===== src/rtl/rtc_emu_pkg.sv =====
package rtc_emu_pkg;
  localparam int SEL_W    = 4;
  localparam int BASE_SEL = 6;   // log2 of the 64 Hz polling rate
  localparam int MIN_SEL  = 1;
  localparam int MAX_SEL  = 13;

  typedef struct packed {
    logic alm;   // bit 2
    logic per;   // bit 1
    logic upd;   // bit 0
  } rtc_flags_t;

  function automatic logic [SEL_W-1:0] clamp_sel(input logic [SEL_W-1:0] s);
    if (s < SEL_W'(MIN_SEL)) return SEL_W'(MIN_SEL);
    if (s > SEL_W'(MAX_SEL)) return SEL_W'(MAX_SEL);
    return s;
  endfunction
endpackage


===== src/rtl/rtc_tick_gen.sv =====
module rtc_tick_gen
  import rtc_emu_pkg::*;
#(
  parameter int BASE_CYCLES = 256,
  parameter int LOST_W      = 8
) (
  input  logic              clk_i,
  input  logic              rst_ni,
  input  logic              run_i,
  input  logic              per_en_i,
  input  logic [SEL_W-1:0]  sel_i,
  input  logic              busy_i,
  output logic              svc_o,
  output logic [LOST_W-1:0] lost_o
);
  localparam int CNT_W     = $clog2(BASE_CYCLES + 1);
  localparam int MIN_DELTA = BASE_CYCLES >> (MAX_SEL - BASE_SEL);

  logic             run_q;
  logic [CNT_W-1:0] cnt_q, delta;
  logic [LOST_W-1:0] lost_q;
  logic             tick;

  always_comb begin
    if (per_en_i && sel_i > SEL_W'(BASE_SEL))
      delta = CNT_W'(BASE_CYCLES) >> (sel_i - SEL_W'(BASE_SEL));
    else
      delta = CNT_W'(BASE_CYCLES);
  end

  assign tick   = run_i && run_q && (cnt_q == '0);
  assign svc_o  = tick && !busy_i;
  assign lost_o = lost_q;

  always_ff @(posedge clk_i or negedge rst_ni) begin
    if (!rst_ni) begin
      run_q  <= 1'b0;
      cnt_q  <= '0;
      lost_q <= '0;
    end else begin
      run_q <= run_i;
      if (!run_i)                      cnt_q <= '0;
      else if (!run_q || cnt_q == '0)  cnt_q <= delta - 1'b1;
      else                             cnt_q <= cnt_q - 1'b1;
      if (tick && busy_i) begin
        if (lost_q != '1) lost_q <= lost_q + 1'b1;
      end else if (svc_o) begin
        lost_q <= '0;
      end
    end
  end

  // restart cycle never yields a poll
  a_r2_no_poll_on_restart: assert property (@(posedge clk_i) disable iff (!rst_ni)
    $rose(run_i) |-> !tick);
  // polls are spaced at least two cycles apart for the default sizing
  a_r3_tick_spacing: assert property (@(posedge clk_i) disable iff (!rst_ni)
    (tick && MIN_DELTA > 1) |=> !tick);
endmodule


===== src/rtl/rtc_event_eval.sv =====
module rtc_event_eval
  import rtc_emu_pkg::*;
#(
  parameter int LOST_W = 8
) (
  input  logic              clk_i,
  input  logic              rst_ni,
  input  logic              svc_i,
  input  logic [LOST_W-1:0] lost_i,
  input  logic              en_upd_i,
  input  logic              en_alm_i,
  input  logic              en_per_i,
  input  logic [SEL_W-1:0]  sel_i,
  input  logic              time_match_i,
  input  logic [5:0]        sec_i,
  input  logic              rd_i,
  output rtc_flags_t        flags_o,
  output logic              irq_o
);
  localparam int PC_W = LOST_W + 2;

  rtc_flags_t      flags_q, new_f;
  logic [5:0]      prev_sec_q;
  logic [PC_W-1:0] per_cnt_q, per_sum, limit;
  logic            irq_q;

  always_comb begin
    if (sel_i <= SEL_W'(BASE_SEL))
      limit = PC_W'(1) << (SEL_W'(BASE_SEL) - sel_i);
    else
      limit = PC_W'(1);
    per_sum   = per_cnt_q + PC_W'(1) + PC_W'(lost_i);
    new_f.upd = svc_i && en_upd_i && (sec_i != prev_sec_q);
    new_f.alm = svc_i && en_alm_i && time_match_i;
    new_f.per = svc_i && en_per_i && (per_sum >= limit);
  end

  always_ff @(posedge clk_i or negedge rst_ni) begin
    if (!rst_ni) begin
      flags_q    <= '0;
      prev_sec_q <= '0;
      per_cnt_q  <= '0;
      irq_q      <= 1'b0;
    end else begin
      flags_q <= (rd_i ? rtc_flags_t'('0) : flags_q) | new_f;
      irq_q   <= |new_f;
      if (new_f.upd) prev_sec_q <= sec_i;
      if (svc_i && en_per_i) per_cnt_q <= new_f.per ? '0 : per_sum;
    end
  end

  assign flags_o = flags_q;
  assign irq_o   = irq_q;

  // no interrupt without a serviced poll one cycle earlier
  a_r10_irq_needs_poll: assert property (@(posedge clk_i) disable iff (!rst_ni)
    !svc_i |=> !irq_o);
  // a read with no concurrent poll clears every flag
  a_r9_read_clears: assert property (@(posedge clk_i) disable iff (!rst_ni)
    (rd_i && !svc_i) |=> (flags_o == '0));
endmodule


===== src/rtl/rtc_emu.sv =====
module rtc_emu
  import rtc_emu_pkg::*;
#(
  parameter int BASE_CYCLES = 256,
  parameter int LOST_W      = 8
) (
  input  logic        clk_i,
  input  logic        rst_ni,
  input  logic        en_upd_i,
  input  logic        en_alm_i,
  input  logic        en_per_i,
  input  logic [3:0]  freq_sel_i,
  input  logic        busy_i,
  input  logic [4:0]  hour_i,
  input  logic [5:0]  min_i,
  input  logic [5:0]  sec_i,
  input  logic [4:0]  alm_hour_i,
  input  logic [5:0]  alm_min_i,
  input  logic [5:0]  alm_sec_i,
  input  logic        rd_i,
  output logic        irq_o,
  output logic [15:0] status_o
);
  logic [SEL_W-1:0]  sel_c;
  logic              run, svc, match, pend;
  logic [LOST_W-1:0] lost;
  rtc_flags_t        flags;

  assign sel_c = clamp_sel(freq_sel_i);
  assign run   = en_upd_i || en_alm_i || en_per_i;
  assign match = (hour_i == alm_hour_i) && (min_i == alm_min_i) && (sec_i == alm_sec_i);

  rtc_tick_gen #(.BASE_CYCLES(BASE_CYCLES), .LOST_W(LOST_W)) u_tick (
    .clk_i, .rst_ni,
    .run_i    (run),
    .per_en_i (en_per_i),
    .sel_i    (sel_c),
    .busy_i,
    .svc_o    (svc),
    .lost_o   (lost)
  );

  rtc_event_eval #(.LOST_W(LOST_W)) u_eval (
    .clk_i, .rst_ni,
    .svc_i        (svc),
    .lost_i       (lost),
    .en_upd_i, .en_alm_i, .en_per_i,
    .sel_i        (sel_c),
    .time_match_i (match),
    .sec_i,
    .rd_i,
    .flags_o      (flags),
    .irq_o
  );

  assign pend     = |flags;
  assign status_o = {7'd0, pend, pend, 4'd0, flags};

  // an interrupt pulse always comes with the pending bit
  a_r10_irq_pending: assert property (@(posedge clk_i) disable iff (!rst_ni)
    irq_o |-> status_o[7]);
endmodule


===== config.mk =====
export PLATFORM = sky130hd
export DESIGN_NAME = rtc_emu
export DESIGN_NICKNAME = d
export VERILOG_FILES = /design/src/rtl/rtc_emu_pkg.sv /design/src/rtl/rtc_tick_gen.sv /design/src/rtl/rtc_event_eval.sv /design/src/rtl/rtc_emu.sv
export SDC_FILE = /design/constraint.sdc
export NUM_CORES = 1
export LEC_CHECK = 0
export CORE_ASPECT_RATIO = 0.75
export CORE_MARGIN = 10
export CORE_UTILIZATION = 45
export DETAILED_ROUTE_END_ITERATION = 12
export MAX_ROUTING_LAYER = met4
export PLACE_DENSITY = 0.74
export SYNTH_ARGS = -nofsm -noshare
export SYNTH_HDL_FRONTEND = slang
export SYNTH_SLANG_ARGS = --single-unit

===== constraint.sdc =====
create_clock -name clk_i -period 4.9 [get_ports clk_i]
set_input_delay 0.735 -clock clk_i [delete_from_list [all_inputs] [get_ports clk_i]]
set_output_delay 0.735 -clock clk_i [all_outputs]
set_load 0.1 [all_outputs]

==> run metrics, run 1 <==
status=completed; Nets=435; vias per std cell=5.41; sinks on the clock net=38; Power Dens Cells=437 mW/mm^2; worst-skew pair later-pin latency=0.30 ns; vias in the first global route=2464; final setup fails=0; Commonest cells post-synth=dfrtp_1, xnor2_1, nor2_1, nand2_1, ha_1; total internal power=0.962 mW; Synth cell types=58; EDFF count, synth=0; Max-slew headroom=between 30 and 40%; Layout area overhead=21.8%; Setup Skew=0.00559 ns; CTS tree=yes; Max-cap violations=0; H-tree depth=2; Starting Density=46.5%; Final TNS setup=0 ns; Final Hold Fails=0; leak pwr=1.56 nW; # fillers=581; Cell Count, Final, Fillers Out=450; critical path class=primary input to flip-flop; Hold Crit Class=flip-flop to flip-flop; die width=113 um; top cell type's share of synthesized area=32.4%; sequential fraction of the synthesis area=32.4%; Routed WL per cell=~16 um; critical-path cell list=clkdlybuf4s50_1, a21boi_0, ha_1, nor3_1, nand2_1, ha_1, a21oi_1, o21ai_0, a31o_2, a21oi_1, nor2_1, or3b_2; Post-Route WL=7010 um; asr flop ratio synth=between 90% and 100%; postcts setup bufs=0; Cell Area, Placed=0.00344 mm^2; Rows=25; Tot GR Track Use=14.5%; core area=0.00632 mm^2; max incr delay on CP=0.77 ns; mean post-synth cell area=9.13 um^2; NetSw=~0.60 mW; cells taking the most area after synthesis=dfrtp_1, ha_1, xnor2_1; DP Worst Slack=a little over 0.7 ns; I/O pins=62; post_cts resized=0; Clock power frac=21.7%; Reg clk slew, reported paths=~0.08 ns; Die H=90.0 um; register share of total power=31.7%; #FFs+latches synth=38; 1st-iter DRT viols=98; vias=2435; Ant. Diodes=0; RSZ-0062 raised after global routing=no; GRT Residual Overflow=0; max-slew violations=0; Synth Flop Type=dfrtp_1; global-route wire length before repair=12000 um; Hold WS=0.490 ns; initial antenna violation count=0; Critical Path Start Type=primary input; Post-CTS Hold Fix Bufs=0; top-count cell post-synth=dfrtp_1; Yosys top cell by area=dfrtp_1; largest net degree at the start of global routing=39; Crit-path slowest cell=clkdlybuf4s50_1; Post-DP HPWL=around 5600 um; post-route clock period utilization=79.7%; CP arrival=4.08 ns; Mapped Area=0.00294 mm^2; Max Freq=0.256 GHz; Cells after DPL=442; Critical Path End Type=flip-flop; worst setup margin=0.996 ns; layout cells sized above 1=5.69%; VDD IR max=0.300 mV; Gate power share=a little under half; Synth Warn #=0; root buffer cell=clkbuf_8; GPL Wtd Cong=0.836; worst-path fanout max=16; Final Util=56.7%; CTS max path bufs=2; Net Sw Frac=38.6%; Worst Path Required=5.08 ns; Worst Tran Pin Value=0.987 ns; die area=between 0.01 and 0.015 mm^2; Final Cell Area=0.00358 mm^2; DRC viols=0; post-synthesis cell count=between 300 and 400; Design Power=between 1.5 and 2 mW; Antenna Nets Post-Route=0; Final min period=3.90 ns; first drt pass iteration count=4; IO buf count=50; CTS buffer count=5
## power by group through the flow
stage	Sequential, mW	Combinational [mW]	Clock, mW
CTS	0.496	0.737	0.338
global placement	0.496	0.702	0
global route	0.513	0.838	0.357
floorplan	0.483	0.565	0
detailed placement	0.501	0.730	0
finish	0.496	0.730	0.339
## critical path: cells and delay by family
kind | cells | cell delay (ns)
AOI/OAI and AO/OA | 5 | 0.98
and+or+nand+nor | 4 | 0.98
buffers and inverters | 1 | 0.77
adders and majority gates | 2 | 0.61
## cells by family after synthesis
logic type / share of synthesized area (%)
other: 0.256
XOR/XNOR: 10.7
multiplexers: 2.64
AND/OR/NAND/NOR: 18.9
AO/OA/AOI/OAI: 19.0
flip-flops: 32.4
buffers and inverters: 6.56
adder cells (fa/ha/maj): 9.62
## path summary, 6_finish.rpt
path	startpoint	end	slack [ns]	cells past startpoint
worst max-delay path	freq_sel_i[3]	u_eval.irq_o	1.0	12
worst min-delay path	u_eval.per_cnt_q[0]	u_eval.per_cnt_q[0]	0.49	2
worst max register to register	u_tick.lost_o[0]	u_eval.irq_o	1.19	15
worst min register to register	u_eval.per_cnt_q[0]	u_eval.per_cnt_q[0]	0.49	2
max in group asynchronous	rst_ni	u_eval.prev_sec_q[3]	3.84	1
min in group asynchronous	rst_ni	u_tick.lost_o[6]	0.53	1
## layer usage
metal	part of all wire (%)	GRT usage [%]	wire (um)	up-vias
met5	0	-	0	-
met4	0.56	2.32	39	0
met3	4.4	4.05	305	5
met2	50	23.5	3490	48
met1	45	17.7	3170	1153
li1	-	-	-	1229
## sequential cells by signal, indices dropped and copies added, names as in the netlist
register           cells
u_eval.per_cnt_q      10
u_tick.cnt_q           9
u_tick.lost_o          8
u_eval.prev_sec_q      6
u_eval.flags_o         3
u_eval.irq_o           1
u_tick.run_q           1
## layout by cell type (no fill, tap or decap), types with 12 or more instances in the layout
cell type	netlist	layout
clkdlybuf4s50_1	0	49
dfrtp_1	38	38
xnor2_1	27	27
nor2_1	24	24
nand2_1	22	22
ha_1	21	21
a21oi_1	15	15
conb_1	2	14
o21ai_0	12	12
## final cells by class
| type | count | area (um^2) | share of cell area, % |
|---|---|---|---|
| clock buffers | 6 | 82.6 | 2.31 |
| clock inverters | 2 | 60.1 | 1.68 |
| inverters | 11 | 41.3 | 1.15 |
| multi-input cells | 261 | 1840 | 51.4 |
| flip-flops and latches | 38 | 951 | 26.6 |
| well taps | 81 | 101 | 2.83 |
| repair buffers | 51 | 503 | 14.1 |
(Power assumes the default switching activity.)
==> run 2, diff against run 1 <==
Clock period 4.9 ns to 3.95 ns, I/O delays scaled along.
==> run 2 against run 1 <==
- non-clock buffer count grew 5
- sequential share of layout area grew 0.14 points
- sequential power grew 25%
- hold slack lost 0.10 ns
- largest cell class unchanged
- final cell count grew 1.1%
- combinational power grew 24%
- utilization shrank 0.30 points
- highest routed layer unchanged
- register-to-register slack lost 0.84 ns
==> run metrics, run 2 (same netlist as run 1, synthesis figures left out) <==
status=completed (unchanged); sinks on the clock net=38 (unchanged); Post-DP HPWL=5630 um (was 5600 um); Worst Tran Pin Value=0.980 ns (was 0.987 ns); Power Dens Cells=504 mW/mm^2 (was 437 mW/mm^2); Ant. Diodes=0 (unchanged); Final TNS setup=0 ns (unchanged); Hold Crit Class=primary input to async pin (was flip-flop to flip-flop); Layout area overhead=21.2% (was 21.8%); Setup Skew=0.00980 ns (was 0.00559 ns); max-slew violations=0 (unchanged); first drt pass iteration count=4 (unchanged); Worst Path Required=4.13 ns (was 5.08 ns); # fillers=593 (was 581); reg2reg end=u_eval.irq_o (unchanged); max FFs per register=10 (unchanged); CP arrival=3.78 ns (was 4.08 ns); I/O pins=62 (unchanged); die width=113 um (unchanged); RSZ-0062 raised after global routing=no (unchanged); CTS tree=yes (unchanged); Reg clk slew, reported paths=0.08 ns (about the same); post_cts resized=0 (unchanged); final setup fails=0 (unchanged); global-route wire length before repair=11800 um (was 12000 um); most common cell after layout, fill and taps aside=clkdlybuf4s50_1 (unchanged); Rows=25 (unchanged); Critical Path Start Type=flip-flop (was primary input); Final min period=3.60 ns; Max Freq=~0.28 GHz; Biggest register=u_eval.per_cnt_q (unchanged); root buffer cell=clkbuf_8 (unchanged); post-route clock period utilization=91.1%; die area=0.0102 mm^2 (unchanged); H-tree depth=2 (unchanged); vias in the first global route=2499 (was 2464); worst-path fanout max=6 (was 16); worst-skew pair later-pin latency=0.30 ns (about the same); Cell Count, Final, Fillers Out=455 (was 450); Critical Path End Type=flip-flop (unchanged); vias per std cell=5.41 (about the same); IO buf count=50 (unchanged); Post-CTS Hold Fix Bufs=0 (unchanged); Max-slew headroom=34.5% (was 34.0%); DRC viols=0 (unchanged); Post-Route WL=6880 um (was 7010 um); leak pwr=1.56 nW (about the same); Final Hold Fails=0 (unchanged); CTS buffer count=5 (unchanged); critical path class=flip-flop to flip-flop (was primary input to flip-flop); Die H=90.0 um (unchanged); most frequent cells in the layout=clkdlybuf4s50_1, dfrtp_1, xnor2_1, nor2_1, nand2_1 (unchanged); Design Power=1.79 mW (was 1.57 mW); Final Cell Area=0.00356 mm^2 (was 0.00358 mm^2); postcts setup bufs=0 (unchanged); GPL Wtd Cong=0.849 (was 0.836); Antenna Nets Post-Route=0 (unchanged); R2R depth=15 (unchanged); 1st-iter DRT viols=118 (was 98); initial antenna violation count=0 (unchanged); Routed WL per cell=15.1 um (was 15.6 um); GRT Residual Overflow=0 (unchanged); Starting Density=46.5% (unchanged); largest net degree at the start of global routing=39 (unchanged); Tot GR Track Use=14.0% (was 14.5%); VDD IR max=0.354 mV (was 0.300 mV); core area=0.00632 mm^2 (unchanged); launching point of the worst reg2reg path=u_tick.lost_o[0] (unchanged); Nets=440 (was 435); Max-cap violations=0 (unchanged); Cells after DPL=447 (was 442); layout cells sized above 1=6.68% (was 5.69%); Final Util=56.4% (was 56.7%); reg2reg setup slack=0.35 ns (was 1.19 ns); Cell Area, Placed=0.00347 mm^2 (was 0.00344 mm^2); vias=2462 (was 2435); CTS max path bufs=2 (unchanged)
-- run 2: cell type report --
class	count	area, um^2	share of cell area [%]
Clock inverter	2	13.8	0.387
Multi-Input combinational cell	261	1840	51.7
Tap cell	81	101	2.85
Sequential cell	38	951	26.7
Inverter	11	41.3	1.16
Clock buffer	6	72.6	2.04
Timing Repair Buffer	56	541	15.2
-- run 2: worst max-delay path by stage --
stage	startpoint	end	slack [ns]	depth (start not counted)
final	u_tick.lost_o[0]	u_eval.irq_o	0.35	15
after global routing	u_tick.lost_o[0]	u_eval.irq_o	0.04	15
after CTS	u_tick.lost_o[0]	u_eval.irq_o	0.36	15
after detailed placement	u_tick.lost_o[0]	u_eval.irq_o	0.37	15
after global placement	u_tick.lost_o[0]	u_eval.irq_o	0.44	15
after floorplan	u_tick.lost_o[0]	u_eval.irq_o	0.70	14
-- run 2: per-stage QoR --
| stage | hold WS, ns | setup slack (ns) |
|---|---|---|
| 6_report | 0.387 | 0.350 |
| 3_3_place_gp | 0.462 | 0.437 |
| 4_1_cts | 0.413 | 0.362 |
| 5_1_grt | 0.454 | 0.0364 |
| 2_1_floorplan | 0.297 | 0.703 |
| 3_5_place_dp | 0.468 | 0.369 |
-- run 2: power by group --
group / total [mW] / internal, mW / switching (mW) / leakage, nW
clock network: 0.273 / 0.125 / 0.148 / 0.0452
registers: 0.618 / 0.512 / 0.105 / 0.493
logic: 0.903 / 0.415 / 0.489 / 1.02
total: 1.79 / 1.05 / 0.742 / 1.56
-- run 2: metal layers --
metal	up-vias	wire length, um	track usage [%]
met4	0	69	3.16
met5	-	0	-
li1	1241	-	-
met1	1180	3160	16.8
met3	8	209	3.05
met2	33	3440	23.5
-- run 2: worst max-delay path: stages, from the launching register on --
cell	delay, ns
dfrtp_1	0.43
inv_1	0.06
ha_1	0.22
fa_1	0.40
nor2b_1	0.11
o21ai_0	0.12
a21boi_0	0.28
nor2_1	0.09
xnor2_1	0.21
ha_1	0.28
a21oi_1	0.14
o21ai_0	0.10
a31o_2	0.24
a21oi_1	0.24
nor2_1	0.10
or3b_2	0.48
